File: src/rtl/lock_pkg.sv
package lock_pkg;
    typedef enum logic {
        MODE_HOLD = 1'b0,
        MODE_LOAD = 1'b1
    } stage_mode_e;
endpackage

File: src/rtl/lock_mode_dec.sv
module lock_mode_dec
    import lock_pkg::*;
(
    input  logic        set_en_i,
    output stage_mode_e mode_o
);
    always_comb begin
        mode_o = set_en_i ? MODE_LOAD : MODE_HOLD;
    end
endmodule

File: src/rtl/lock_stage.sv
module lock_stage
    import lock_pkg::*;
(
    input  logic        clk,
    input  logic        rst,
    input  stage_mode_e mode_i,
    input  logic        new_bit_i,
    output logic        stored_o,
    output logic        eq_o
);
    logic bit_q;

    // State register: reset first, then mode selects load or hold.
    always_ff @(posedge clk) begin
        if (rst) begin
            bit_q <= 1'b0;
        end else begin
            unique case (mode_i)
                MODE_LOAD: bit_q <= new_bit_i;
                MODE_HOLD: bit_q <= bit_q;
            endcase
        end
    end

    // Outputs: stored bit and its equality term against the live input.
    always_comb begin
        stored_o = bit_q;
        eq_o     = ~(bit_q ^ new_bit_i);
    end

    assert_load_R2: assert property (@(posedge clk) disable iff (rst)
        (mode_i == MODE_LOAD) |=> (stored_o == $past(new_bit_i)));

    assert_hold_R3: assert property (@(posedge clk) disable iff (rst)
        (mode_i == MODE_HOLD) |=> $stable(stored_o));
endmodule

File: src/rtl/code_lock_top.sv
module code_lock_top
    import lock_pkg::*;
#(
    parameter int WIDTH = 4
) (
    input  logic             clk,
    input  logic             rst,
    input  logic [WIDTH-1:0] guess_i,
    input  logic             set_en_i,
    output logic             match_o,
    output logic [WIDTH-1:0] code_o
);
    localparam int LAST = WIDTH - 1;

    stage_mode_e      mode;
    logic [WIDTH-1:0] eq_bits;
    logic [WIDTH-1:0] carry;

    lock_mode_dec u_mode (
        .set_en_i (set_en_i),
        .mode_o   (mode)
    );

    for (genvar i = 0; i < WIDTH; i++) begin : g_stage
        lock_stage u_stage (
            .clk       (clk),
            .rst       (rst),
            .mode_i    (mode),
            .new_bit_i (guess_i[i]),
            .stored_o  (code_o[i]),
            .eq_o      (eq_bits[i])
        );
        if (i == 0) begin : g_head
            // First stage has no incoming carry.
            assign carry[i] = eq_bits[i];
        end else begin : g_link
            assign carry[i] = eq_bits[i] & carry[i-1];
        end
    end

    assign match_o = carry[LAST];

    assert_reset_R1: assert property (@(posedge clk)
        rst |=> (code_o == '0));

    assert_match_R4: assert property (@(posedge clk) disable iff (rst)
        match_o == (guess_i == code_o));

    assert_reset_wins_R7: assert property (@(posedge clk)
        (rst && set_en_i) |=> (code_o == '0));

    assert_head_mismatch_R5: assert property (@(posedge clk) disable iff (rst)
        (guess_i[0] != code_o[0]) |-> !match_o);
endmodule

File: config.mk
export PLATFORM = sky130hd
export DESIGN_NAME = code_lock_top
export DESIGN_NICKNAME = d
export VERILOG_FILES = /design/src/rtl/lock_pkg.sv /design/src/rtl/lock_mode_dec.sv /design/src/rtl/lock_stage.sv /design/src/rtl/code_lock_top.sv
export SDC_FILE = /design/constraint.sdc
export NUM_CORES = 1
export LEC_CHECK = 0
export BUFFER_PORTS_ARGS = -buffer_cell sky130_fd_sc_hd__buf_2
export CAP_MARGIN = 30
export CORE_AREA = 3 3 40 42
export CTS_BUF_LIST = sky130_fd_sc_hd__clkbuf_2
export CTS_CLUSTER_SIZE = 25
export DETAILED_ROUTE_END_ITERATION = 16
export DIE_AREA = 0 0 43 45
export PLACE_DENSITY = 0.34
export SLEW_MARGIN = 20
export SYNTH_ARGS = -nofsm -noshare
export SYNTH_HDL_FRONTEND = slang
export SYNTH_SLANG_ARGS = --single-unit
File: constraint.sdc
create_clock -name clk -period 1.9 [get_ports clk]
set_input_delay 0 -clock clk [delete_from_list [all_inputs] [get_ports clk]]
set_output_delay 0 -clock clk [all_outputs]
set_load 0.05 [all_outputs]
Yosys cells after proc, flatten, opt, wreduce, memory -nomap -nowiden
Cells that the tools add are included.

Bits in registers: 4. Input port bits: 7. Output and inout bits: 5. Logic and storage cells: 20.

Mux-type cells: 5. Bitwise gates (word level): 11.

Operators by type and width (number): $mux W1 (5); $not A1 Y1 (4); $xor A1 B1 Y1 (4); $and A1 B1 Y1 (3).

Longest topological paths before layout
Gate-level depths: netlist of the first run.

Word-level depth: 5. Mapped depth: 3. Gate-level depth less buffers: 2.

Modules after synthesis
Synthesis of the first run repeated with hierarchy kept, for this count alone.

Cells, all modules: 18. Area, all modules: 186.4 µm².

Modules (own cells, without submodules): lock_stage (instances 4, cells an instance 4, area an instance 42.5 µm², sequential area each 20.0 µm²); code_lock_top (instances 1, cells an instance 1, area an instance 8.8 µm², sequential area each 0.0 µm²); lock_mode_dec (instances 1, cells an instance 1, area an instance 7.5 µm², sequential area each 0.0 µm²).

Least setup slack after synthesis of the first run
No wires, ideal clock.

Path kind: flip-flop to output port. Start: reg g_stage[3].u_stage.bit_q. End: out match_o. Arrival time: 1.452 ns. Data required time: 1.900 ns. Setup slack: 0.448 ns. Stages on the path, launching flop included: 3. Path buffers: 0. Path through: dfxtp_1 xor2_1 nor4_2.

Word-level cells in the longest chain between the ends: 3.

RTL lines: start, declared (line lock_stage.sv:11) `logic bit_q;`; start signal, assigned (line lock_stage.sv:19) `MODE_LOAD: bit_q <= new_bit_i;`; start signal, assigned (line lock_stage.sv:20) `MODE_HOLD: bit_q <= bit_q;`; $xor A1 B1 Y1 (line lock_stage.sv:28) `eq_o = ~(bit_q ^ new_bit_i);`; $not A1 Y1 (line lock_stage.sv:28); $and A1 B1 Y1 (line code_lock_top.sv:37) `assign carry[i] = eq_bits[i] & carry[i-1];`; end, declared (line code_lock_top.sv:10) `output logic match_o,`.

Every way passes these cells.

Worst setup path in the final report of the first run
Same ends and word-level chain as after synthesis.

==> results of run 1 <==
==> cell families (layout without fill, tap and decap cells) <==
kind of cell           count (synthesis)  in the layout  share of synthesized area
AND/OR/NAND/NOR                        5              5                      0.126
buffers and inverters                  5             15                      0.161
XOR/XNOR                               4              4                      0.161
multiplexers                           4              4                      0.184
flip-flops                             4              4                      0.368
==> layout make-up <==
type / count / area [sq um]
flip-flops and latches: 4 / 80.1
clock buffers: 3 / 15.0
fillers: 147 / 1000
repair buffers: 12 / 65.1
well taps: 15 / 18.8
multi-input cells: 13 / 103
==> worst min-delay path: cells and delay by family <==
family / cells / cell delay, ps
buffers and inverters: 1 / 90
AND/OR/NAND/NOR: 1 / 70
multiplexers: 1 / 60
==> cells in the mapped netlist <==
cell type / count
xor2_1: 4
nor4_2: 1
buf_4: 4
mux2i_1: 4
dfxtp_1: 4
clkbuf_2: 1
nor2_1: 4
==> through the flow <==
step	worst slack [ps]	utilization	total power, mW	instances	hold slack, ps
floorplan	448	-	0.141	22	72.4
global placement	875	0.200	0.150	43	223
detailed placement	869	0.200	0.151	43	230
CTS	636	0.219	0.236	47	38.9
global route	557	0.219	0.251	47	37.7
finish	666	0.219	0.228	47	50.4
==> worst paths after layout <==
check / cells after the start / startpoint / slack, ps / to
hold reg to reg: 2 / g_stage[2].u_stage.stored_o$_SDFFE_PP0P_ / 530 / g_stage[2].u_stage.stored_o$_SDFFE_PP0P_
hold / removal: 3 / guess_i[2] / 50 / g_stage[2].u_stage.stored_o$_SDFFE_PP0P_
setup reg to reg: 2 / g_stage[0].u_stage.stored_o$_SDFFE_PP0P_ / 1290 / g_stage[0].u_stage.stored_o$_SDFFE_PP0P_
setup / recovery: 3 / g_stage[3].u_stage.stored_o$_SDFFE_PP0P_ / 670 / match_o
==> metal layers <==
metal,global-route usage,vias to the layer above
li1,-,87
met1,0.0651,82
met2,0.0778,15
met3,0.0916,0
met4,0.0361,0
met5,0,-
==> power breakdown <==
group	internal [mW]	switching (mW)	total, mW
sequential	0.0894	0.00402	0.0934
clock	0.0424	0.0352	0.0777
combinational	0.0193	0.0381	0.0573
total	0.151	0.0773	0.228
==> flow_summary.toml, run 1 <==
[critical_path]
arrival_ps = 1230
slowest_delay_ps = 320
worst-path-max-fanout = 3
path_cells = "xor2_1 > nor4_2 > buf_2"
critPathLaunchType = "flop"
cp_num_buf_inv = 1
critical_path_required_ps = 1900
endpoint_kind = "output pin"
critPathTopFamily = "flip-flops"
cp_slowest_cell = "dfxtp_1"
path_class = "reg -> out"

[job]
maxCapViolations = 0

[grt]
track_usage = 0.0683
grt_max_degree = 5
grt_antenna_before_repair = 0
grt_pass1_vias = 203
grt_overflow_total = 0
grt_pass1_wl_microns = 869

[detailed_routing]
vias = 184
drc = 0
routedLengthMet1_microns = 205
drt_pass1_iterations = 1
drtAntennaViolNets = 0
wl_per_cell_microns = 9.83
avgViaCountPerCell = 3.91
wl_microns = 462
top_layer = "met3"
initialDrtViolationCount = 0
wl_met2_microns = 167
dr_wl_met3_microns = 89

[cells_and_area]
nNetsFinal = 41
layout_common_cells = "buf_2 (11), xor2_1 (4), mux2i_1 (4), nor2_1 (4), dfxtp_1 (4)"
area_delta_synth_final_pct = 29.3
drive_gt1_frac = 0.469
final_common_cell = "buf_2"
antenna_cells = 0
fin_area_sq_um = 282
largest_reg_flops = 4

[place]
numPortBuffers = 11
placed_cell_area_sq_um = 256
dp_hpwl_microns = 352
place.gp.congestion = 0.605

[logic_synthesis]
synth_cells = 22
yosys_warnings = 0
synth_largest_area_cell = "dfxtp_1"
syn_area_per_cell_sq_um = 9.90
netlist_top_cells_area = "dfxtp_1 (37%), mux2i_1 (18%), xor2_1 (16%), buf_4 (14%), nor2_1 (6.9%)"
ys_seq_area_frac = 0.368
syn_area_sq_um = 218
ys_types = 7
ys_ff_latch = 4
synth_fp_nets = 29
synth.top_cell.area_share = 0.368

[clocking]
clk_latency_ps = 200
ctsHoldBuffers = 1
cts.root.buffer_cell = "clkbuf_2"
cts_max_level = 1
clk_path_buf_depth = 2
cts_resized = 0
cts_buffers = 3
clock-sinks = 4
cts_tree = "done"
path_clk_slew_ps = 50
cts_setup_buffers = 0

[sta]
rsz0062_at_grt = "false"
fin_skew_ps = 0
fmaxAchievable_mhz = 810
tns_ps = 0
finalCritPeriodShare = 0.649
slew_violations = 0
relSlewSlack = 0.833
tightest_slew_ps = 252
post-route-min-period_ps = 1230
hold_viol = 0
setup_viol = 0

[outcome]
status = "finished clean"

[pwr]
p_per_area_mw_per_mm2 = 811
vdd.ir_drop.worst_uv = 231
p_leak_nw = 0.154

[floorplan]
die_area_sq_mm = 0.00194
die_w_microns = 43
coreArea_sq_mm = 0.00128
rows = 13
ios = 12
initial_utilization = 0.169
die_y_microns = 45

[worst_hold_path]
hold_class = "in -> reg"
Power figures use the tool's default switching activity.
==> inputs of run 2 (changes only) <==
--- a/config.mk
+++ b/config.mk
@@ -5,6 +5,7 @@
 export SDC_FILE = /design/constraint.sdc
 export NUM_CORES = 1
 export LEC_CHECK = 0
+export ABC_AREA = 1
 export BUFFER_PORTS_ARGS = -buffer_cell sky130_fd_sc_hd__buf_2
 export CAP_MARGIN = 30
 export CORE_AREA = 3 3 40 42
@@ -12,7 +13,7 @@
 export CTS_CLUSTER_SIZE = 25
 export DETAILED_ROUTE_END_ITERATION = 16
 export DIE_AREA = 0 0 43 45
-export PLACE_DENSITY = 0.34
+export PLACE_DENSITY = 0.35
 export SLEW_MARGIN = 20
 export SYNTH_ARGS = -nofsm -noshare
 export SYNTH_HDL_FRONTEND = slang
==> constraint.sdc (replaced) <==
create_clock -name clk -period 1.19 [get_ports clk]
set_input_delay 0 -clock clk [delete_from_list [all_inputs] [get_ports clk]]
set_output_delay 0 -clock clk [all_outputs]
set_load 0.05 [all_outputs]
==> run 2 against run 1 <==
  * Non-clock buffer count did not move
  * Highest routed layer is now met4
  * Total power rose by 62%
  * Critical path type unchanged
  * Wire length rose by 1.5%
  * Critical path depth rose by 1
  * Register-to-register slack got worse by 740 ps
  * Cell count rose by 28%
  * Synthesized cell count rose by 55%
  * Hold slack improved by 5.2 ps
==> flow_summary.toml, run 2 <==
[outcome]
status = "finished clean"

[clocking]
path_clk_slew_ps = 50
cts_setup_buffers = 0
clk_path_buf_depth = 2
cts.root.buffer_cell = "clkbuf_2"
cts_resized = 0
clock-sinks = 4
cts_max_level = 1
cts_buffers = 3
clk_latency_ps = 210
cts_tree = "done"
ctsHoldBuffers = 1

[place]
place_ws_ps = 298
numPortBuffers = 11
place.gp.congestion = 0.566
placed_cell_area_sq_um = 272

[grt]
grt_overflow_total = 0
grt_antenna_before_repair = 0
grt_pass1_vias = 177
track_usage = 0.0575
grt_max_degree = 8
grt_pass1_wl_microns = 690

[logic_synthesis]
synth_largest_area_cell = "dfxtp_1"
ys.flop_type = "dfxtp_1"
syn_area_sq_um = 228
syn_area_per_cell_sq_um = 6.70
yosys-top-cells-count = "nand2_1 (12), inv_1 (5), buf_4 (4), dfxtp_1 (4), nor2_1 (3)"
yosys_warnings = 0
synth_fp_nets = 41
ys_types = 8
synth_most_common_cell = "nand2_1"
synth_cells = 34
ys_seq_area_frac = 0.352
ys_ff_latch = 4
synth.top_cell.area_share = 0.352
synth_edf_count = 0
synthArstFlopShare = 0
netlist_top_cells_area = "dfxtp_1 (35%), nand2_1 (20%), buf_4 (13%), inv_1 (8.2%), xnor2_1 (7.7%)"

[sta]
slew_violations = 0
tightest_slew_ps = 254
fin_skew_ps = 0
setup_viol = 0
post-route-min-period_ps = 1100
hold_viol = 0
finalCritPeriodShare = 0.926
relSlewSlack = 0.832
fmaxAchievable_mhz = 908
fin_ws_ps = 88.4
rsz0062_at_grt = "false"
tns_ps = 0

[cells_and_area]
nNetsFinal = 54
fin_area_sq_um = 297
multiInputGateArea_sq_um = 98.8
layout_common_cells = "nand2_1 (12), buf_2 (11), inv_1 (5)"
largest_reg_flops = 4
antenna_cells = 0
fill_cells = 144
final_common_cell = "nand2_1"
area_delta_synth_final_pct = 30.2
register_area_sq_um = 80.1
utilization = 0.231
drive_gt1_frac = 0.311

[pwr]
vdd.ir_drop.worst_uv = 295
power_mw = 0.369
p_leak_nw = 0.161
p_per_area_mw_per_mm2 = 1240

[detailed_routing]
drtAntennaViolNets = 0
vias = 218
wl_microns = 469
wl_per_cell_microns = 7.82
avgViaCountPerCell = 3.63
drc = 0
initialDrtViolationCount = 1
drt_pass1_iterations = 2

[critical_path]
endpoint_kind = "output pin"
critical_path_required_ps = 1190
critPathLaunchType = "flop"
worst-path-max-fanout = 3
path_class = "reg -> out"
arrival_ps = 1100

[floorplan]
ios = 12
die_w_microns = 43
die_area_sq_mm = 0.00194
coreArea_sq_mm = 0.00128
die_y_microns = 45
rows = 13
initial_utilization = 0.177

[job]
maxCapViolations = 0

[worst_hold_path]
hold_class = "in -> reg"
==> run 2: kinds of logic after synthesis <==
| family | count (synthesis) | synth area share |
|---|---|---|
| simple gates | 15 | 0.247 |
| flops | 4 | 0.352 |
| xor+xnor | 2 | 0.0769 |
| buf+inv | 9 | 0.214 |
| compound gates | 4 | 0.110 |
==> run 2: power breakdown <==
group / switching [mW] / internal, mW
clock network: 0.0586 / 0.0678
logic: 0.0620 / 0.0306
registers: 0.00699 / 0.143
==> run 2: layout make-up <==
class / instances / share of cell area
repair buffers: 12 / 0.219
multi-input cells: 21 / 0.333
flip-flops and latches: 4 / 0.270
well taps: 15 / 0.0633
clock buffers: 3 / 0.0506
inverters: 5 / 0.0633
==> run 2: metal layers <==
metal / share of wire / global-route usage
met1: 0.48 / 0.0652
met2: 0.32 / 0.0509
met3: 0.15 / 0.0398
met4: 0.047 / 0.0904
met5: 0 / 0
==> run 2: critical path, cell delays in order (launching register included) <==
cell and delay, ps:
dfxtp_1 350, xnor2_1 130, nand2_1 80, nor2_1 80, buf_2 260
==> run 2: path summary, 6_finish.rpt <==
kind | start | to | slack [ps] | depth (start not counted)
min reg2reg | g_stage[1].u_stage.stored_o$_SDFFE_PP0P_ | g_stage[1].u_stage.stored_o$_SDFFE_PP0P_ | 480 | 2
min | guess_i[2] | g_stage[2].u_stage.stored_o$_SDFFE_PP0P_ | 60 | 3
max | g_stage[1].u_stage.stored_o$_SDFFE_PP0P_ | match_o | 90 | 4
max reg2reg | g_stage[3].u_stage.stored_o$_SDFFE_PP0P_ | g_stage[3].u_stage.stored_o$_SDFFE_PP0P_ | 550 | 2
==> run 2: stage by stage <==
step,hold WS [ps],instances
2_1_floorplan,69.1,34
3_3_place_gp,222,56
3_5_place_dp,227,56
4_1_cts,47.1,60
5_1_grt,46.9,60
6_report,55.7,60
